$ cat config.mk
export PLATFORM = sky130hd
export DESIGN_NAME = rxdma_chan
export DESIGN_NICKNAME = d
export VERILOG_FILES = /design/src/rtl/rxdma_pkg.sv /design/src/rtl/rxdma_desc_dec.sv /design/src/rtl/rxdma_fsm.sv /design/src/rtl/rxdma_stat_pack.sv /design/src/rtl/rxdma_chan.sv
export SDC_FILE = /design/constraint.sdc
export NUM_CORES = 1
export LEC_CHECK = 0
export BUFFER_PORTS_ARGS = -buffer_cell sky130_fd_sc_hd__buf_4
export CORE_ASPECT_RATIO = 0.8
export CORE_MARGIN = 4
export CORE_UTILIZATION = 55
export CTS_BUF_LIST = sky130_fd_sc_hd__clkbuf_4 sky130_fd_sc_hd__clkbuf_8
export CTS_CLUSTER_SIZE = 14
export DETAILED_ROUTE_END_ITERATION = 16
export HOLD_SLACK_MARGIN = 0.08
export PLACE_DENSITY_LB_ADDON = 0.08
export RECOVER_POWER = 100
export SYNTH_ARGS = -nofsm -noshare
export SYNTH_HDL_FRONTEND = slang
export SYNTH_SLANG_ARGS = --single-unit
$ cat constraint.sdc
create_clock -name clk -period 7.1 [get_ports clk]
set_clock_uncertainty 0.1 [all_clocks]
set_input_delay 0.355 -clock clk [delete_from_list [all_inputs] [get_ports clk]]
set_output_delay 0.355 -clock clk [all_outputs]
set_load 0.01 [all_outputs]
$ cat src/rtl/rxdma_pkg.sv
package rxdma_pkg;
  typedef enum logic [2:0] {
    S_DIS, S_CHECK, S_IDLE, S_FETCH, S_FILL, S_WRITE, S_STOP
  } rx_st_e;

  localparam logic [3:0] ERR_NONE = 4'd0;
  localparam logic [3:0] ERR_DESC = 4'd1;
  localparam logic [3:0] ERR_OVF  = 4'd2;
  localparam logic [3:0] ERR_WBUS = 4'd3;
  localparam logic [3:0] ERR_RBUS = 4'd4;

  localparam logic [3:0] CODE_DIS  = 4'd0;
  localparam logic [3:0] CODE_ACT  = 4'd1;
  localparam logic [3:0] CODE_IDLE = 4'd2;
  localparam logic [3:0] CODE_STOP = 4'd3;
endpackage

$ cat src/rtl/rxdma_desc_dec.sv
// Splits a fetched descriptor and works out where filling starts and how
// many bytes fit.
module rxdma_desc_dec #(
  parameter int AW      = 32,
  parameter int BCW     = 13,
  parameter int OFSW    = 7,
  parameter int EOT_BIT = 28
) (
  input  logic [2*AW-1:0] desc,
  input  logic            first_buf,
  input  logic [OFSW-1:0] offset,
  output logic [AW-1:0]   buf_addr,
  output logic            eot,
  output logic [OFSW-1:0] start,
  output logic [BCW-1:0]  cap,
  output logic            bad
);
  logic [BCW-1:0] count;
  logic [BCW-1:0] start_w;

  always_comb begin
    count    = desc[BCW-1:0];
    eot      = desc[EOT_BIT];
    buf_addr = desc[2*AW-1:AW];
    start    = first_buf ? offset : '0;
    start_w  = {{(BCW-OFSW){1'b0}}, start};
    bad      = (count <= start_w);
    cap      = count - start_w;
  end
endmodule

$ cat src/rtl/rxdma_fsm.sv
// Sequencing of the channel: ring walk, descriptor fetch, byte fill, errors.
module rxdma_fsm
  import rxdma_pkg::*;
#(
  parameter int AW   = 32,
  parameter int IDXW = 12,
  parameter int BCW  = 13,
  parameter int OFSW = 7,
  parameter int DW   = 8
) (
  input  logic              clk,
  input  logic              rst_n,
  input  logic              cfg_enable,
  input  logic              cfg_pio,
  input  logic [AW-IDXW-1:0] ring_page,
  input  logic [IDXW-1:0]   last_idx,
  output logic              rd_req,
  output logic [AW-1:0]     rd_addr,
  input  logic              rd_ack,
  input  logic              rd_err,
  output logic              first_buf,
  input  logic [AW-1:0]     dec_buf,
  input  logic              dec_eot,
  input  logic [OFSW-1:0]   dec_start,
  input  logic [BCW-1:0]    dec_cap,
  input  logic              dec_bad,
  input  logic              fifo_valid,
  input  logic [DW-1:0]     fifo_data,
  input  logic              fifo_last,
  input  logic              fifo_full,
  output logic              fifo_ready,
  output logic              wr_req,
  output logic [AW-1:0]     wr_addr,
  output logic [DW-1:0]     wr_data,
  input  logic              wr_ack,
  input  logic              wr_err,
  output rx_st_e            st,
  output logic [IDXW-1:0]   cur_idx,
  output logic [IDXW-1:0]   act_idx,
  output logic [3:0]        err
);
  localparam logic [IDXW-1:0] STEP = IDXW'(8);

  rx_st_e          st_q, st_n;
  logic [IDXW-1:0] cd_q, cd_n, ad_q, ad_n;
  logic [3:0]      err_q, err_n;
  logic            sof_q, sof_n;
  logic [BCW-1:0]  pos_q, pos_n;
  logic [AW-1:0]   rda_q, rda_n;
  logic            ld_addr, ld_desc, ld_byte;

  logic [AW-1:0]   buf_q;
  logic [OFSW-1:0] start_q;
  logic [BCW-1:0]  cap_q;
  logic            eot_q;
  logic [AW-1:0]   wa_q;
  logic [DW-1:0]   wd_q;
  logic            last_q;
  logic [BCW-1:0]  pos_inc;

  assign pos_inc = pos_q + BCW'(1);

  always_comb begin
    st_n    = st_q;
    cd_n    = cd_q;
    ad_n    = ad_q;
    err_n   = err_q;
    sof_n   = sof_q;
    pos_n   = pos_q;
    rda_n   = rda_q;
    ld_addr = 1'b0;
    ld_desc = 1'b0;
    ld_byte = 1'b0;
    if (!cfg_enable || cfg_pio) begin
      st_n  = S_DIS;
      cd_n  = '0;
      ad_n  = '0;
      err_n = ERR_NONE;
      sof_n = 1'b1;
    end else begin
      case (st_q)
        S_DIS:   st_n = S_CHECK;
        S_CHECK: begin
          if (cd_q == last_idx) begin
            st_n = S_IDLE;
          end else begin
            ld_addr = 1'b1;
            rda_n   = {ring_page, cd_q};
            st_n    = S_FETCH;
          end
        end
        S_IDLE: begin
          if (fifo_full) begin
            err_n = ERR_OVF;
            st_n  = S_STOP;
          end else if (cd_q != last_idx) begin
            st_n = S_CHECK;
          end
        end
        S_FETCH: begin
          if (rd_ack) begin
            if (rd_err) begin
              err_n = ERR_RBUS;
              st_n  = S_STOP;
            end else if (dec_bad) begin
              ad_n  = cd_q;
              err_n = ERR_DESC;
              st_n  = S_STOP;
            end else begin
              ad_n    = cd_q;
              ld_desc = 1'b1;
              pos_n   = '0;
              st_n    = S_FILL;
            end
          end
        end
        S_FILL: begin
          if (fifo_valid) begin
            ld_byte = 1'b1;
            st_n    = S_WRITE;
          end
        end
        S_WRITE: begin
          if (wr_ack) begin
            if (wr_err) begin
              err_n = ERR_WBUS;
              st_n  = S_STOP;
            end else begin
              pos_n = pos_inc;
              if (last_q || (pos_inc == cap_q)) begin
                cd_n  = eot_q ? '0 : (cd_q + STEP);
                sof_n = last_q;
                st_n  = S_CHECK;
              end else begin
                st_n = S_FILL;
              end
            end
          end
        end
        default: st_n = S_STOP;
      endcase
    end
  end

  always_ff @(posedge clk or negedge rst_n) begin
    if (!rst_n) begin
      st_q  <= S_DIS;
      cd_q  <= '0;
      ad_q  <= '0;
      err_q <= ERR_NONE;
      sof_q <= 1'b1;
      pos_q <= '0;
    end else begin
      st_q  <= st_n;
      cd_q  <= cd_n;
      ad_q  <= ad_n;
      err_q <= err_n;
      sof_q <= sof_n;
      pos_q <= pos_n;
    end
  end

  always_ff @(posedge clk or negedge rst_n) begin
    if (!rst_n) begin
      rda_q   <= '0;
      buf_q   <= '0;
      start_q <= '0;
      cap_q   <= '0;
      eot_q   <= 1'b0;
      wa_q    <= '0;
      wd_q    <= '0;
      last_q  <= 1'b0;
    end else begin
      if (ld_addr) rda_q <= rda_n;
      if (ld_desc) begin
        buf_q   <= dec_buf;
        start_q <= dec_start;
        cap_q   <= dec_cap;
        eot_q   <= dec_eot;
      end
      if (ld_byte) begin
        wa_q   <= buf_q + AW'(start_q) + AW'(pos_q);
        wd_q   <= fifo_data;
        last_q <= fifo_last;
      end
    end
  end

  assign rd_req     = (st_q == S_FETCH);
  assign rd_addr    = rda_q;
  assign fifo_ready = (st_q == S_FILL);
  assign wr_req     = (st_q == S_WRITE);
  assign wr_addr    = wa_q;
  assign wr_data    = wd_q;
  assign first_buf  = sof_q;
  assign st         = st_q;
  assign cur_idx    = cd_q;
  assign act_idx    = ad_q;
  assign err        = err_q;
endmodule

$ cat src/rtl/rxdma_stat_pack.sv
// Builds the status word from the sequencer state.
module rxdma_stat_pack
  import rxdma_pkg::*;
#(
  parameter int IDXW = 12,
  localparam int SW  = 2*IDXW + 8
) (
  input  rx_st_e          st,
  input  logic [IDXW-1:0] cur_idx,
  input  logic [IDXW-1:0] act_idx,
  input  logic [3:0]      err,
  output logic [SW-1:0]   status
);
  logic [3:0] code;

  always_comb begin
    case (st)
      S_DIS:   code = CODE_DIS;
      S_IDLE:  code = CODE_IDLE;
      S_STOP:  code = CODE_STOP;
      default: code = CODE_ACT;
    endcase
    status = {act_idx, err, code, cur_idx};
  end
endmodule

$ cat src/rtl/rxdma_chan.sv
module rxdma_chan
  import rxdma_pkg::*;
#(
  parameter int AW   = 32,
  parameter int IDXW = 12,
  parameter int BCW  = 13,
  parameter int OFSW = 7,
  parameter int DW   = 8,
  localparam int PW  = AW - IDXW,
  localparam int SW  = 2*IDXW + 8
) (
  input  logic            clk,
  input  logic            rst_n,
  input  logic            cfg_enable,
  input  logic [OFSW-1:0] cfg_offset,
  input  logic            cfg_pio,
  input  logic [PW-1:0]   ring_page,
  input  logic [IDXW-1:0] last_idx,
  output logic            rd_req,
  output logic [AW-1:0]   rd_addr,
  input  logic            rd_ack,
  input  logic            rd_err,
  input  logic [2*AW-1:0] rd_data,
  input  logic            fifo_valid,
  input  logic [DW-1:0]   fifo_data,
  input  logic            fifo_last,
  input  logic            fifo_full,
  output logic            fifo_ready,
  output logic            wr_req,
  output logic [AW-1:0]   wr_addr,
  output logic [DW-1:0]   wr_data,
  input  logic            wr_ack,
  input  logic            wr_err,
  output logic [SW-1:0]   status
);
  logic [1:0]      rst_sync;
  logic            rst_int_n;
  logic            first_buf;
  logic [AW-1:0]   dec_buf;
  logic            dec_eot;
  logic [OFSW-1:0] dec_start;
  logic [BCW-1:0]  dec_cap;
  logic            dec_bad;
  rx_st_e          st;
  logic [IDXW-1:0] cur_idx, act_idx;
  logic [3:0]      err;

  always_ff @(posedge clk or negedge rst_n) begin
    if (!rst_n) rst_sync <= 2'b00;
    else        rst_sync <= {rst_sync[0], 1'b1};
  end
  assign rst_int_n = rst_sync[1];

  rxdma_desc_dec #(.AW(AW), .BCW(BCW), .OFSW(OFSW)) dec_i (
    .desc(rd_data), .first_buf(first_buf), .offset(cfg_offset),
    .buf_addr(dec_buf), .eot(dec_eot), .start(dec_start),
    .cap(dec_cap), .bad(dec_bad)
  );

  rxdma_fsm #(.AW(AW), .IDXW(IDXW), .BCW(BCW), .OFSW(OFSW), .DW(DW)) fsm_i (
    .clk(clk), .rst_n(rst_int_n), .cfg_enable(cfg_enable), .cfg_pio(cfg_pio),
    .ring_page(ring_page), .last_idx(last_idx),
    .rd_req(rd_req), .rd_addr(rd_addr), .rd_ack(rd_ack), .rd_err(rd_err),
    .first_buf(first_buf), .dec_buf(dec_buf), .dec_eot(dec_eot),
    .dec_start(dec_start), .dec_cap(dec_cap), .dec_bad(dec_bad),
    .fifo_valid(fifo_valid), .fifo_data(fifo_data), .fifo_last(fifo_last),
    .fifo_full(fifo_full), .fifo_ready(fifo_ready),
    .wr_req(wr_req), .wr_addr(wr_addr), .wr_data(wr_data),
    .wr_ack(wr_ack), .wr_err(wr_err),
    .st(st), .cur_idx(cur_idx), .act_idx(act_idx), .err(err)
  );

  rxdma_stat_pack #(.IDXW(IDXW)) stat_i (
    .st(st), .cur_idx(cur_idx), .act_idx(act_idx), .err(err), .status(status)
  );
endmodule

# == Word level (Yosys, flattened, before mapping) ==
# Index checks and enable logic that the tools add are counted.
# totals
latch_bits,0
ramBits,0
output_inout_bits,107
rom_bits,0
mem_count,0
in_bits,122
register_bits,173
wordCells,117
# op_classes
n_mul,0
n_bitwise,2
shifts,0
n_mux,54
n_reduce_logical,17
n_lt_le_gt_ge,1
n_addsub,5
n_eq_ne,23
n_div,0
# op_table
cell,n
$mux 12,10
$mux 13,5
$add 32x13->32,1
$add 32x7->32,1
$mux 4,7
$mux 3,9
$pmux 13 s2,1
$pmux 3 s6,1
$mux 1,17
$add 13x1->13 const B,1
$eq 13x13->1,1
$le 13x7->1,1
$sub 13x7->13,1
$add 12x4->12 const B,1
$eq 12x12->1,1
$ne 12x12->1,1
$pmux 4 s3,1
$reduce_and 4->1,3
$reduce_bool 2->1,6
$eq 3x3->1 const B,3
$ne 3x1->1 const B,3
$ne 2x1->1 const B,4
$mux 7,1
$reduce_and 7->1,1
15 further kinds,21

# == Depth between registers and ports, before layout ==
# logic_depth
word_depth,8
ltp_mapped,14

# == By module ==
# Synthesis repeated with hierarchy kept, for this count alone.
# unflattened
hier_cells,923
hier_area_um2,9397.8
# by_module_without_submodules
mod,seq_area_each_um2,instances,area_per_inst_um2,cells_per_inst
rxdma_fsm,4030.1,1,8350.5,781
rxdma_desc_dec,0.0,1,749.5,106
rxdma_stat_pack,0.0,1,244.0,33
rxdma_chan,50.0,1,53.8,3

# == Worst setup path before layout ==
# No wires, ideal clock.
# synth_path
path_kind,flip-flop to flip-flop
startpoint,register fsm_i.start_q[1]
endpoint,register fsm_i.wa_q[23] (netlist: fsm_i.wr_addr[23])
period_less_slack_ps,3175
n_path_buf,0
t_arrival_ps,2992
t_required_ps,6917
stages_incl_launch_ff,13
setup_time_ps,83
slack_ps,3925
path_cell_list,dfrtp_1 > fa_1 > ha_1 > inv_1 > fa_1 > nor2b_1 > o21ai_0 > a21oi_1 > o21ai_0 > o211ai_1 > nand4_1 > xor2_1 > o21ai_0
# synth_via
elab_chain_len,2
# synth_lines
element,line_no,text
start: declaration,rxdma_fsm.sv:53,logic [OFSW-1:0] start_q;
start signal: assignment,rxdma_fsm.sv:177,start_q <= dec_start;
$add 32x7->32,rxdma_fsm.sv:182,wa_q <= buf_q + AW'(start_q) + AW'(pos_q);
$add 32x13->32,rxdma_fsm.sv:182,
end signal: assignment,rxdma_fsm.sv:182,
end: declaration,rxdma_fsm.sv:56,logic [AW-1:0] wa_q;
# Every way passes these cells.
# A chain may end at the register's enable or synchronous reset.

==> out/metrics.sh <==
OUTCOME='complete, but fails checks'
VIOLATIONS='capacitance limit, slew limit'
ROUTEDWLPERCELL_UM=16.0
CTS_INSERTED_BUFFERS=17
DP_HPWL_UM=14500
DIE_H_UM=120
FIRST_GLOBAL_VIAS=7076
MAX-SLEW-MARGIN-REL_PCT=-121
CTS.ROOT.BUFFER_CELL='clkbuf_8'
SOURCE_TO_SINK_CLOCK_DELAY_AT_THE_LATER_PIN_OF_THE_WORST_SKEW_PAIR_NS=0.45
WORST-PATH-MAX-FANOUT=83
DRV_SLEW=267
FRACTION_OF_SYNTHESIZED_AREA_IN_MULTIPLEXERS_PCT=9.73
GRT_ANTENNA_BEFORE_REPAIR=0
R2R_END='fsm_i.wr_addr[5]'
NNETSFINAL=1250
CTS_TREE='built'
CELL_INTERNAL_PWR_mW=1.49
HOLD_SLACK_NS=0.111
FINAL_AREA_UM2=11000
ROWS=40
PORT_BUFFERS=198
FINAL-HOLD-VIOLATION-COUNT=0
VDD_IR_DROP_MAX_uV=144
AREA_GROWTH_PCT=26.5
FINAL.MIN_CLOCK_PERIOD_NS=4.72
INITIAL_CORE_UTIL_PCT=56.9
SYNTH_CELL_TYPES=65
SYNTH_COMPOUND_GATE_AREA_SHARE_PCT=12.6
TIMING.MAX_CAP.VIOLATIONS=4
WORST-PATH-STAGES=1
TIGHTESTPINTRANSITION_NS=3.31
ROUTED-VIA-COUNT=7019
MAX-CLOCK-PATH-BUFFERS=2
BOUNDARYPINS=229
CTS-HTREE-LEVELS=4
SYNTH-EDFF-COUNT=0
DRT_FIRST_PASS_ITERS=6
CTS.SINKS=163
WORST_EP_ARRIVAL_TIME_NS=4.83
CORE-AREA_UM2=15300
POWER.LEAKAGE_nW=5.14
FINAL.SETUP.WORST_SLACK_NS=2.38
DETAIL_ROUTE.VIAS_PER_CELL=5.34
ANTENNA_CELLS_INSERTED=0
YOSYS.AREA_SHARE.ADDER_PCT=6.11
SW_FRAC_OF_TOTAL_PCT=26.2
DETAILED_PLACE.AREA_UM2=10300
TOTAL_SWITCHING_POWER_mW=0.526
TIMING.CRITICAL_PATH.TO_TYPE='asynchronous set/reset pin'
R2R_CELLS=1
GR-USAGE-ALL-LAYERS_PCT=24.0
GRT_SETUP_UNREPAIRED='false'
ROUTED_WIRELENGTH_UM=21100
CRITICAL_PATH.REG2REG.STARTPOINT='rst_sync[1]'
DIE-AREA_UM2=17900
WORST_PATH_DOMINANT_CELL_FAMILY='flip-flops'
CLKSLEWWORSTSETUPHOLDPATHS_NS=0.09
PLACEMENT.SETUP.WORST_SLACK_NS=3.17
POWER_PER_CELL_AREA_nW_PER_UM2=183
SEQ_POWER_SHARE_PCT=50.6
CRITICAL_PATH.N_BUFFERS_INVERTERS=1
MAX_FREQ_MHz=212
DRCVIOLATIONCOUNT=0
SYNTH_CELLS=842
SYNTHESIS.AREA_PER_INSTANCE_UM2=10.3
FINAL_ANTENNA_NET_COUNT=0
SYN_AREA_UM2=8680
SYNTHFLOPTYPE='dfrtp_1'
P_COMB_SHARE_PCT=13.4
GPL.FINAL_WEIGHTED_CONGESTION=0.880
SYNTHESIS.YOSYS.WARNINGS=0
INITIALDRTVIOLATIONCOUNT=531
SYNTH-XOR-AREA-SHARE_PCT=6.36
CP_SLOWEST_STAGE_DELAY_NS=2.59
TNS_NS=0
WORST_HOLD_PATH_TYPE='input pin to flip-flop'
MIN_PERIOD_OVER_PERIOD_PCT=66.4
TIMING.SETUP.CRITICAL_PATH_CLASS='flip-flop to asynchronous set/reset pin'
CRITICAL_PATH.CELL_CHAIN='clkbuf_2'
TIMING.FINAL.SETUP_VIOLATIONS=0
PART_OF_THE_YOSYS_AREA_USED_FOR_SEQUENTIAL_ELEMENTS_PCT=47.0
GRT_START_MAX_NET_PINS=84
SUM_OF_OVERFLOW_ACROSS_ALL_LAYERS_AFTER_GLOBAL_ROUTING=0
SYNTH_TOP_FAMILY_BY_AREA='simple AND/OR/NAND/NOR gates'
POSTSYNTHREGISTERBITS=163
DRIVE_ABOVE_1_SHARE_PCT=19.0
CRITICAL_PATH.STARTPOINT='rst_sync[1]'
ASYNC_RESET_FF_SHARE_PCT=100
POST_SYNTH_AND_OR_NAND_NOR_AREA_FRACTION_PCT=14.2
WORST_SETUP_PATH_ENDPOINT='fsm_i.wr_addr[5]'
CLOCK_POWER_SHARE_PCT=36.0
RRSETUPSLACK_NS=2.38
WORST_SETUP_PATH_START_KIND='flip-flop'
CRITPATHREQUIREDTIME_NS=7.21
GRT_FIRST_PASS_WIRELENGTH_UM=34900
DIEWIDTH_UM=148
CRITPATHSLOWESTCELL='dfrtp_1'
metrics by stage:
| step | instances | utilization [%] | total power [mW] |
|---|---|---|---|
| after global placement | 1216 | 67.3 | 1.29 |
| final | 1314 | 71.9 | 2.01 |
| after CTS | 1314 | 74.4 | 2.05 |
| after global routing | 1314 | 71.9 | 2.11 |
| after floorplan | 853 | - | 1.17 |
| after detailed placement | 1216 | 67.3 | 1.30 |
layer usage:
metal  wire length [um]  share of wire (%)  global-route usage, %  vias to the layer above
met5                  0                  0                      0                        -
met4                320                1.5                   6.92                        0
met1               9800                 47                   33.2                     3329
met3               1030                4.9                   4.80                       27
met2               9910                 47                   38.7                      207
li1                   -                  -                      -                     3456
Yosys cell counts, types with 3 or more instances:
cell / n / share of area, %
a21o_1: 6 / 0.52
a21oi_1: 26 / 1.5
a31oi_1: 4 / 0.29
and2_1: 5 / 0.36
and3_1: 22 / 1.6
and4_1: 4 / 0.40
buf_4: 12 / 1.0
clkbuf_1: 33 / 1.4
dfrtp_1: 162 / 47
fa_1: 9 / 2.1
ha_1: 28 / 4.0
inv_1: 25 / 1.1
mux2_1: 14 / 1.8
mux2_2: 61 / 7.9
nand2_1: 98 / 4.2
nand2b_1: 5 / 0.36
nand3_1: 29 / 1.7
nand4_1: 12 / 0.86
nand4b_1: 3 / 0.30
nor2_1: 31 / 1.3
nor2b_1: 8 / 0.58
nor3_1: 15 / 0.86
o211ai_1: 5 / 0.43
o21ai_0: 88 / 5.1
o21bai_1: 3 / 0.26
o22ai_1: 6 / 0.43
o31ai_1: 8 / 0.69
o41ai_1: 4 / 0.40
or3_1: 7 / 0.50
xnor2_1: 31 / 3.1
xor2_1: 32 / 3.2
cells in the final DEF (no fill, tap or decap), types with 3 or more instances in the layout:
cell	count
dfrtp_1	162
buf_4	104
nand2_1	98
clkbuf_1	97
o21ai_0	89
dlygate4sd3_1	66
mux2_2	61
xor2_1	32
nor2_1	31
xnor2_1	31
nand3_1	28
ha_1	28
a21oi_1	27
inv_1	25
and3_1	22
clkbuf_8	18
nor3_1	15
mux2_1	14
conb_1	13
nand4_1	12
fa_1	9
o31ai_1	8
nor2b_1	7
or3_1	7
a21o_1	6
o22ai_1	6
o211ai_1	5
nand2b_1	5
inv_6	5
and2_1	4
and4_1	4
o41ai_1	4
a31oi_1	4
o21bai_1	3
nand4b_1	3
bufinv_16	3
worst min-delay path by stage:
stage | start | end | slack [ns] | depth (start not counted)
2_1_floorplan | rst_n | rst_sync[0] | -0.04 | 0
3_3_place_gp | rst_n | rst_sync[0] | 0.04 | 1
3_5_place_dp | rst_n | rst_sync[1] | 0.04 | 1
4_1_cts | cfg_offset[6] | fsm_i.start_q[6] | 0.08 | 3
5_1_grt | cfg_offset[5] | fsm_i.start_q[5] | 0.10 | 3
6_report | cfg_offset[6] | fsm_i.start_q[6] | 0.11 | 3
power groups by stage:
stage          combinational [mW]  clock [mW]  sequential, mW
4_1_cts                     0.294       0.744            1.02
5_1_grt                     0.297       0.784            1.03
2_1_floorplan               0.120           0            1.05
6_report                    0.270       0.724            1.02
3_3_place_gp                0.258           0            1.03
3_5_place_dp                0.264           0            1.03
registers in the layout, indices dropped and copies added, names as in the netlist, 7 cells and up:
register       flops
fsm_i.act_idx      9
fsm_i.buf_q       32
fsm_i.cap_q       13
fsm_i.cur_idx      9
fsm_i.pos_q       13
fsm_i.rd_addr     29
fsm_i.start_q      7
fsm_i.wr_addr     32
fsm_i.wr_data      8
layout make-up:
type	count	area, um^2
Multi-Input combinational cell	615	4300
Fill cell	1252	4290
Sequential cell	163	4080
Timing Repair Buffer	269	1820
Tap cell	210	263
Clock buffer	19	255
Clock inverter	13	173
Inverter	25	93.8
worst min-delay path, stage by stage:
cell	delay, ns
buf_4	0.11
nand2_1	0.07
o21ai_0	0.08
kinds of logic after synthesis:
kind of cell               count (synthesis)
xor gates and xnor gates                  63
AOI/OAI and AO/OA                        177
adders and majority gates                 37
buffers and inverters                     75
DFF                                      163
other                                      2
muxes                                     75
and+or+nand+nor                          250
timing repair:
action / 4_1_cts / 5_1_grt
hold buffers: 66 / 0
hold endpoints to repair: 66 / 0
buffers inserted: 0 / 0
resized for setup: 0 / 0
(Power assumes the default switching activity.)
